==> src/rtl/walk_pkg.sv <==
package walk_pkg;
    localparam int PTE_W    = 64;
    localparam int PG_SHIFT = 12;
    localparam int PPN_LSB  = 10;

    localparam int BIT_V = 0;
    localparam int BIT_R = 1;
    localparam int BIT_W = 2;
    localparam int BIT_X = 3;
    localparam int BIT_U = 4;
    localparam int BIT_A = 6;
    localparam int BIT_D = 7;

    typedef enum logic [1:0] {
        ACC_LOAD  = 2'd0,
        ACC_STORE = 2'd1,
        ACC_FETCH = 2'd2
    } acc_e;

    typedef enum logic [1:0] {
        VD_FAULT = 2'd0,
        VD_NEXT  = 2'd1,
        VD_LEAF  = 2'd2
    } verdict_e;

    typedef enum logic [2:0] {
        S_IDLE = 3'd0,
        S_RD   = 3'd1,
        S_RDW  = 3'd2,
        S_CAS  = 3'd3,
        S_CASW = 3'd4,
        S_DONE = 3'd5
    } walk_st_e;
endpackage

==> src/rtl/walk_addr.sv <==
module walk_addr
    import walk_pkg::*;
#(
    parameter int LEVELS = 3,
    parameter int IDX_W  = 9,
    parameter int PPN_W  = 44,
    parameter int LVL_W  = 2,
    parameter int VPN_W  = LEVELS * IDX_W,
    parameter int PA_W   = PPN_W + PG_SHIFT
) (
    input  logic [PPN_W-1:0] base_ppn,
    input  logic [VPN_W-1:0] vpn,
    input  logic [LVL_W-1:0] lvl,
    input  logic [PPN_W-1:0] leaf_ppn,
    output logic [PA_W-1:0]  pte_addr,
    output logic [PA_W-1:0]  leaf_paddr,
    output logic [PPN_W-1:0] sp_mask
);
    localparam int OFS_W = IDX_W + 3;

    logic [IDX_W-1:0] idx_lv  [LEVELS];
    logic [PPN_W-1:0] mask_lv [LEVELS];
    logic [IDX_W-1:0] idx;
    logic [PPN_W-1:0] vpn_ext;

    for (genvar g = 0; g < LEVELS; g++) begin : g_lv
        assign idx_lv[g]  = vpn[g*IDX_W +: IDX_W];
        assign mask_lv[g] = (PPN_W'(1) << (g * IDX_W)) - PPN_W'(1);
    end

    always_comb begin
        idx     = '0;
        sp_mask = '0;
        for (int i = 0; i < LEVELS; i++) begin
            if (lvl == LVL_W'(i)) begin
                idx     = idx_lv[i];
                sp_mask = mask_lv[i];
            end
        end
    end

    assign vpn_ext    = PPN_W'(vpn);
    assign pte_addr   = {base_ppn, {PG_SHIFT{1'b0}}} + PA_W'({idx, 3'b000});
    assign leaf_paddr = {leaf_ppn | (vpn_ext & sp_mask), {PG_SHIFT{1'b0}}};

    logic [OFS_W-1:0] unused_ofs;
    assign unused_ofs = '0;
endmodule

==> src/rtl/pte_judge.sv <==
module pte_judge
    import walk_pkg::*;
#(
    parameter int PPN_W = 44
) (
    input  logic [PTE_W-1:0] pte,
    input  logic [PPN_W-1:0] sp_mask,
    input  acc_e             acc,
    input  logic             smode,
    input  logic             sum,
    input  logic             mxr,
    output verdict_e         verdict,
    output logic [PPN_W-1:0] ppn,
    output logic             perm_r,
    output logic             perm_w,
    output logic             perm_x,
    output logic [PTE_W-1:0] pte_new
);
    logic f_v, f_r, f_w, f_x, f_u, f_d;
    logic is_store, is_fetch, is_load;

    assign f_v = pte[BIT_V];
    assign f_r = pte[BIT_R];
    assign f_w = pte[BIT_W];
    assign f_x = pte[BIT_X];
    assign f_u = pte[BIT_U];
    assign f_d = pte[BIT_D];
    assign ppn = pte[PPN_LSB +: PPN_W];

    assign is_store = (acc == ACC_STORE);
    assign is_fetch = (acc == ACC_FETCH);
    assign is_load  = !is_store && !is_fetch;

    always_comb begin
        if (!f_v)                                       verdict = VD_FAULT;
        else if (!(f_r || f_w || f_x))                  verdict = VD_NEXT;
        else if (f_w && !f_r)                           verdict = VD_FAULT;
        else if (f_u && smode && (!sum || is_fetch))    verdict = VD_FAULT;
        else if (!f_u && !smode)                        verdict = VD_FAULT;
        else if ((ppn & sp_mask) != '0)                 verdict = VD_FAULT;
        else if (is_load && !(f_r || (f_x && mxr)))     verdict = VD_FAULT;
        else if (is_store && !f_w)                      verdict = VD_FAULT;
        else if (is_fetch && !f_x)                      verdict = VD_FAULT;
        else                                            verdict = VD_LEAF;
    end

    assign perm_r  = f_r || (f_x && mxr);
    assign perm_x  = f_x;
    assign perm_w  = f_w && (is_store || f_d);
    assign pte_new = pte | (PTE_W'(1) << BIT_A) | (is_store ? (PTE_W'(1) << BIT_D) : '0);
endmodule

==> src/rtl/tbl_walker.sv <==
module tbl_walker
    import walk_pkg::*;
#(
    parameter int LEVELS = 3,
    parameter int IDX_W  = 9,
    parameter int PPN_W  = 44,
    localparam int VPN_W = LEVELS * IDX_W,
    localparam int PA_W  = PPN_W + PG_SHIFT,
    localparam int LVL_W = (LEVELS > 1) ? $clog2(LEVELS) : 1
) (
    input  logic             clk,
    input  logic             rst_n,
    input  logic             req_valid,
    output logic             req_ready,
    input  logic [VPN_W-1:0] req_vpn,
    input  logic [1:0]       req_acc,
    input  logic             req_smode,
    input  logic             req_sum,
    input  logic             req_mxr,
    input  logic [PPN_W-1:0] root_ppn,
    output logic             mem_req_valid,
    input  logic             mem_req_ready,
    output logic [PA_W-1:0]  mem_req_addr,
    output logic             mem_req_cas,
    output logic [PTE_W-1:0] mem_req_cmp,
    output logic [PTE_W-1:0] mem_req_wdata,
    input  logic             mem_rsp_valid,
    input  logic [PTE_W-1:0] mem_rsp_data,
    input  logic             mem_rsp_err,
    input  logic             mem_rsp_nowr,
    output logic             res_valid,
    input  logic             res_ready,
    output logic             res_fault,
    output logic [PA_W-1:0]  res_paddr,
    output logic             res_perm_r,
    output logic             res_perm_w,
    output logic             res_perm_x
);
    typedef struct packed {
        walk_st_e         st;
        logic [LVL_W-1:0] lvl;
        logic [PPN_W-1:0] base;
        logic [PPN_W-1:0] root;
        logic [VPN_W-1:0] vpn;
        acc_e             acc;
        logic             smode;
        logic             sum;
        logic             mxr;
        logic [PTE_W-1:0] pte;
        logic [PTE_W-1:0] newp;
        logic             fault;
        logic [PA_W-1:0]  pa;
        logic             pr;
        logic             pw;
        logic             px;
    } wstate_t;

    wstate_t q, d;

    logic [PA_W-1:0]  pte_addr, leaf_pa;
    logic [PPN_W-1:0] sp_mask, j_ppn;
    verdict_e         j_verdict;
    logic             j_r, j_w, j_x;
    logic [PTE_W-1:0] j_new;

    walk_addr #(
        .LEVELS(LEVELS), .IDX_W(IDX_W), .PPN_W(PPN_W), .LVL_W(LVL_W)
    ) u_addr (
        .base_ppn  (q.base),
        .vpn       (q.vpn),
        .lvl       (q.lvl),
        .leaf_ppn  (j_ppn),
        .pte_addr  (pte_addr),
        .leaf_paddr(leaf_pa),
        .sp_mask   (sp_mask)
    );

    pte_judge #(.PPN_W(PPN_W)) u_judge (
        .pte    (mem_rsp_data),
        .sp_mask(sp_mask),
        .acc    (q.acc),
        .smode  (q.smode),
        .sum    (q.sum),
        .mxr    (q.mxr),
        .verdict(j_verdict),
        .ppn    (j_ppn),
        .perm_r (j_r),
        .perm_w (j_w),
        .perm_x (j_x),
        .pte_new(j_new)
    );

    always_comb begin
        d             = q;
        req_ready     = 1'b0;
        mem_req_valid = 1'b0;
        mem_req_cas   = 1'b0;
        case (q.st)
            S_IDLE: begin
                req_ready = 1'b1;
                if (req_valid) begin
                    d.st    = S_RD;
                    d.lvl   = LVL_W'(LEVELS - 1);
                    d.base  = root_ppn;
                    d.root  = root_ppn;
                    d.vpn   = req_vpn;
                    d.acc   = acc_e'(req_acc);
                    d.smode = req_smode;
                    d.sum   = req_sum;
                    d.mxr   = req_mxr;
                end
            end
            S_RD: begin
                mem_req_valid = 1'b1;
                if (mem_req_ready) d.st = S_RDW;
            end
            S_RDW: begin
                if (mem_rsp_valid) begin
                    d.st    = S_DONE;
                    d.fault = 1'b1;
                    d.pa    = '0;
                    {d.pr, d.pw, d.px} = 3'b000;
                    if (!mem_rsp_err) begin
                        if (j_verdict == VD_NEXT && q.lvl != '0) begin
                            d.st    = S_RD;
                            d.fault = 1'b0;
                            d.base  = j_ppn;
                            d.lvl   = q.lvl - 1'b1;
                        end else if (j_verdict == VD_LEAF) begin
                            d.fault = 1'b0;
                            d.pa    = leaf_pa;
                            {d.pr, d.pw, d.px} = {j_r, j_w, j_x};
                            d.pte   = mem_rsp_data;
                            d.newp  = j_new;
                            if (j_new != mem_rsp_data) d.st = S_CAS;
                        end
                    end
                end
            end
            S_CAS: begin
                mem_req_valid = 1'b1;
                mem_req_cas   = 1'b1;
                if (mem_req_ready) d.st = S_CASW;
            end
            S_CASW: begin
                if (mem_rsp_valid) begin
                    d.st = S_DONE;
                    if (mem_rsp_err || mem_rsp_nowr) begin
                        d.fault = 1'b1;
                        d.pa    = '0;
                        {d.pr, d.pw, d.px} = 3'b000;
                    end else if (mem_rsp_data != q.pte) begin
                        d.st   = S_RD;
                        d.lvl  = LVL_W'(LEVELS - 1);
                        d.base = q.root;
                    end
                end
            end
            S_DONE: begin
                if (res_ready) d.st = S_IDLE;
            end
            default: d.st = S_IDLE;
        endcase
    end

    always_ff @(posedge clk or negedge rst_n) begin
        if (!rst_n) q <= '0;
        else        q <= d;
    end

    assign mem_req_addr  = pte_addr;
    assign mem_req_cmp   = q.pte;
    assign mem_req_wdata = q.newp;
    assign res_valid     = (q.st == S_DONE);
    assign res_fault     = q.fault;
    assign res_paddr     = q.pa;
    assign res_perm_r    = q.pr;
    assign res_perm_w    = q.pw;
    assign res_perm_x    = q.px;

    // result held until taken
    p_res_hold_r11: assert property (@(posedge clk) disable iff (!rst_n)
        res_valid && !res_ready |=> res_valid && $stable(res_paddr) && $stable(res_fault)
            && $stable(res_perm_w));

    // an unaccepted memory request keeps its address
    p_mem_hold_r2: assert property (@(posedge clk) disable iff (!rst_n)
        mem_req_valid && !mem_req_ready |=> mem_req_valid && $stable(mem_req_addr));

    // the swap only adds accessed/dirty bits
    p_cas_ad_only_r8: assert property (@(posedge clk) disable iff (!rst_n)
        mem_req_valid && mem_req_cas |->
            (((mem_req_wdata ^ mem_req_cmp) & ~PTE_W'(8'hC0)) == '0) &&
            ((mem_req_wdata & ~mem_req_cmp) != '0) && ((mem_req_cmp & ~mem_req_wdata) == '0));

    // write-only and write+execute leaves never succeed, so write implies read
    p_write_has_read_r3: assert property (@(posedge clk) disable iff (!rst_n)
        res_valid && !res_fault && res_perm_w |-> res_perm_r);

    // a successful fetch always grants execute
    p_fetch_exec_r6: assert property (@(posedge clk) disable iff (!rst_n)
        res_valid && !res_fault && q.acc == ACC_FETCH |-> res_perm_x);
endmodule

==> config.mk <==
export PLATFORM = sky130hd
export DESIGN_NAME = tbl_walker
export DESIGN_NICKNAME = d
export VERILOG_FILES = /design/src/rtl/walk_pkg.sv /design/src/rtl/walk_addr.sv /design/src/rtl/pte_judge.sv /design/src/rtl/tbl_walker.sv
export SDC_FILE = /design/constraint.sdc
export NUM_CORES = 1
export LEC_CHECK = 0
export BUFFER_PORTS_ARGS = -buffer_cell sky130_fd_sc_hd__buf_2
export CAP_MARGIN = 20
export CORE_MARGIN = 8
export CORE_UTILIZATION = 40
export DETAILED_ROUTE_END_ITERATION = 8
export GPL_ROUTABILITY_DRIVEN = 0
export GPL_TIMING_DRIVEN = 0
export PLACE_DENSITY = 0.65
export SYNTH_ARGS = -nofsm -noshare
export SYNTH_HDL_FRONTEND = slang
export SYNTH_SLANG_ARGS = --single-unit
==> constraint.sdc <==
create_clock -name clk -period 4.2 [get_ports clk]
set_input_delay 0.63 -clock clk [delete_from_list [all_inputs] [get_ports clk]]
set_output_delay 0.63 -clock clk [all_outputs]
set_load 0.02 [all_outputs]
==> flow_summary.yaml <==
timing:
  slew_headroom: 0.337
  final.period_utilization: 0.741
  max_freq_ghz: 0.321
  skew_ns: 0.0108
  period_needed_ns: 3.11
  rsz0062_at_grt: "no"
  setup_viol_count_final: 0
  timing.final.max_slew_violations: 0
  timing_worst_slew_pin_value_ns: 0.989
  holdWs_ns: 0.313
  report.final.hold_viol_count: 0
  tns_ns: 0
cts:
  clock_tree_from_tritoncts: "built"
  clk_root_buffer_cell: "clkbuf_16"
  clock-sinks: 239
  cts_resized: 0
  clock_tree.buffer_depth: 3
  post_cts.repair.setup_buffers: 0
  cts_made_buffers: 27
  worstSkewPairLatency_ns: 0.53
  cts-htree-levels: 1
  worst_setup_hold_path_clk_slew_ns: 0.06
  post_cts_hold_buffer_count: 1
global_routing:
  first_global_vias: 10600
  grt_first_pass_wirelength_mm: 66.3
  antenna_found_initial: 7
  grt_max_degree: 115
  global_route.overflow_total: 0
  grt_use_total: 0.222
power:
  power.internal_mw: 6.45
  pwr-share-clk: 0.236
  vdd.ir_drop.worst_v: 0.000471
  power.density_mw_per_mm2: 611
  p_seq_frac: 0.343
  share_comb_of_total_power: 0.421
  netSwitchingPower_mw: 3.81
  static-leakage-power_nw: 8.86
  power.share.switching: 0.371
layout:
  stdcell_count: 2081
  fillerInstances: 3025
  synthToLayoutAreaGrowth_pct: 26.3
  nets: 1766
  postLayoutCoreUtil: 0.515
  drive_above_1_share: 0.504
die:
  chipHeight_um: 198
  ioPinCount: 396
  die_w_um: 198
  initial_core_util: 0.408
  die_area_mm2: 0.0393
  core_area_mm2: 0.0326
  row_count: 66
yosys:
  count_of_flip_flops_with_a_built_in_enable_after_synthesis: 0
  synth-seq-cells: 239
  yosysTopAreaCellShare: 0.450
  synth_top_cell_by_area: "dfrtp_1"
  primary_flip_flop_cell_chosen_by_synthesis_mapping: "dfrtp_1"
  ys.warnings.count: 0
  netlist_top_cells_count: "buf_4, dfrtp_1, mux2_2"
  part_of_the_yosys_area_used_for_sequential_elements: 0.450
  netlist_top_cells_area: "dfrtp_1, buf_4, mux2_2, mux2_4, a22o_1"
  synth.lib_cells_used.distinct: 43
  async_sr_flop_fraction: 1.00
  netlist_instances: 1188
  syn_avg_cell_area_um2: 11.2
  mappedNetlistArea_mm2: 0.0133
route:
  dr_total_vias: 10200
  post_drt_wl_per_cell_um: 21.7
  post-route-drc-count: 0
  pre_repair_dr_iteration_count: 5
  aggregate_routed_wire_length_mm: 45.2
  drtAntennaViolNets: 0
  detail_route.vias_per_cell: 4.89
  drt-initial-drc-count: 505
critical_path:
  kind_of_critical_path: "flop to output port"
  timing.critical_path.from_type: "flop"
  worst-endpoint-required_ns: 3.57
  path_max_fanout: 10
  regToRegSetupSlack_ns: 1.18
  critical_path.endpoint_type: "output port"
  worst_ep_arrival_time_ns: 2.48
min_path:
  timing.hold.worst.class: "input port to flop"
placement:
  dp_hpwl_mm: 34.7
  io_buffer_count: 379
  placed_cells: 2025
outcome:
  run_status: "finished clean"
job:
  maxCapViolCount: 0
-- power groups by stage --
stage,Clock (mW),Combinational [mW],Sequential (mW)
after floorplan,0,3.09,3.38
after global placement,0,4.30,3.52
after detailed placement,0,4.36,3.55
after CTS,2.49,4.37,3.51
after global routing,2.58,4.64,3.61
final,2.43,4.32,3.52
-- layout make-up --
class / instances / area, um2 / share of cell area
tap: 442 / 553 / 0.0329
sequential: 239 / 5980 / 0.356
buffer: 296 / 2120 / 0.126
clock buffer: 33 / 738 / 0.0439
inverter: 51 / 191 / 0.0114
timing repair buffer: 382 / 1970 / 0.117
multi-input combinational: 616 / 5060 / 0.301
antenna: 6 / 15.0 / 0.000894
clock inverter: 16 / 170 / 0.0101
-- registers in the layout (all words and copies together), names as in the netlist --
name	cells
mem_req_cmp	64
res_perm_w	1
res_perm_x	1
res_perm_r	1
mem_req_wdata	2
res_fault	1
res_paddr	44
q	125
-- critical path, stage by stage, from the launching register on --
cell      delay [ns]
dfrtp_1         0.38
inv_1           0.11
ha_1            0.16
clkbuf_1        0.46
clkbuf_1        0.43
nand2_1         0.08
o21ai_0         0.12
buf_2           0.22
-- path summary, 6_finish.rpt --
kind / from / endpoint / cells past startpoint
setup / recovery: q[308]$_DFFE_PN0P_ / mem_req_addr[11] / 7
hold / removal: req_acc[1] / q[192]$_DFFE_PN0P_ / 3
setup reg to reg: mem_req_cmp[35]$_DFFE_PN0P_ / q[284]$_DFFE_PN0P_ / 8
hold reg to reg: res_paddr[21]$_DFFE_PN0P_ / res_paddr[21]$_DFFE_PN0P_ / 2
max in group asynchronous: rst_n / q[270]$_DFFE_PN0P_ / 4
min in group asynchronous: rst_n / mem_req_cmp[5]$_DFFE_PN0P_ / 2
-- kinds of logic (layout without fill, tap and decap cells) --
logic type | Yosys count | after routing | synth area share
buffers and inverters | 347 | 778 | 0.174
flip-flops | 239 | 239 | 0.450
AO/OA/AOI/OAI | 201 | 201 | 0.102
multiplexers | 187 | 187 | 0.168
AND/OR/NAND/NOR | 144 | 144 | 0.0593
XOR/XNOR | 64 | 64 | 0.0421
adder cells (fa/ha/maj) | 5 | 5 | 0.00470
other | 1 | 21 | 0.000282
-- layer usage --
metal	up-vias	routed length, um	GRT usage
met5	-	25	0
met4	4	1200	0.0644
met3	62	3340	0.0501
met2	374	21600	0.370
met1	5006	19000	0.285
li1	4725	-	-
-- cell usage in the layout (no fill, tap or decap), drive strengths merged, types with 46 or more instances in the layout --
| cell | n |
|---|---|
| xnor2 | 64 |
| and3 | 46 |
| clkbuf | 75 |
| buf | 635 |
| mux2 | 140 |
| dfrtp | 239 |
| inv | 51 |
| a21oi | 70 |
| a22o | 71 |
| mux2i | 47 |
-- metrics by stage --
step	worst slack, ns	power, mW	cell area (um2)
floorplan	1.79	6.47	13400
global placement	-2.11	7.82	15800
detailed placement	0.826	7.91	15900
CTS	1.02	10.4	16800
global route	0.806	10.8	16800
finish	1.09	10.3	16800
No activity file was read; power rests on OpenSTA's default activity.
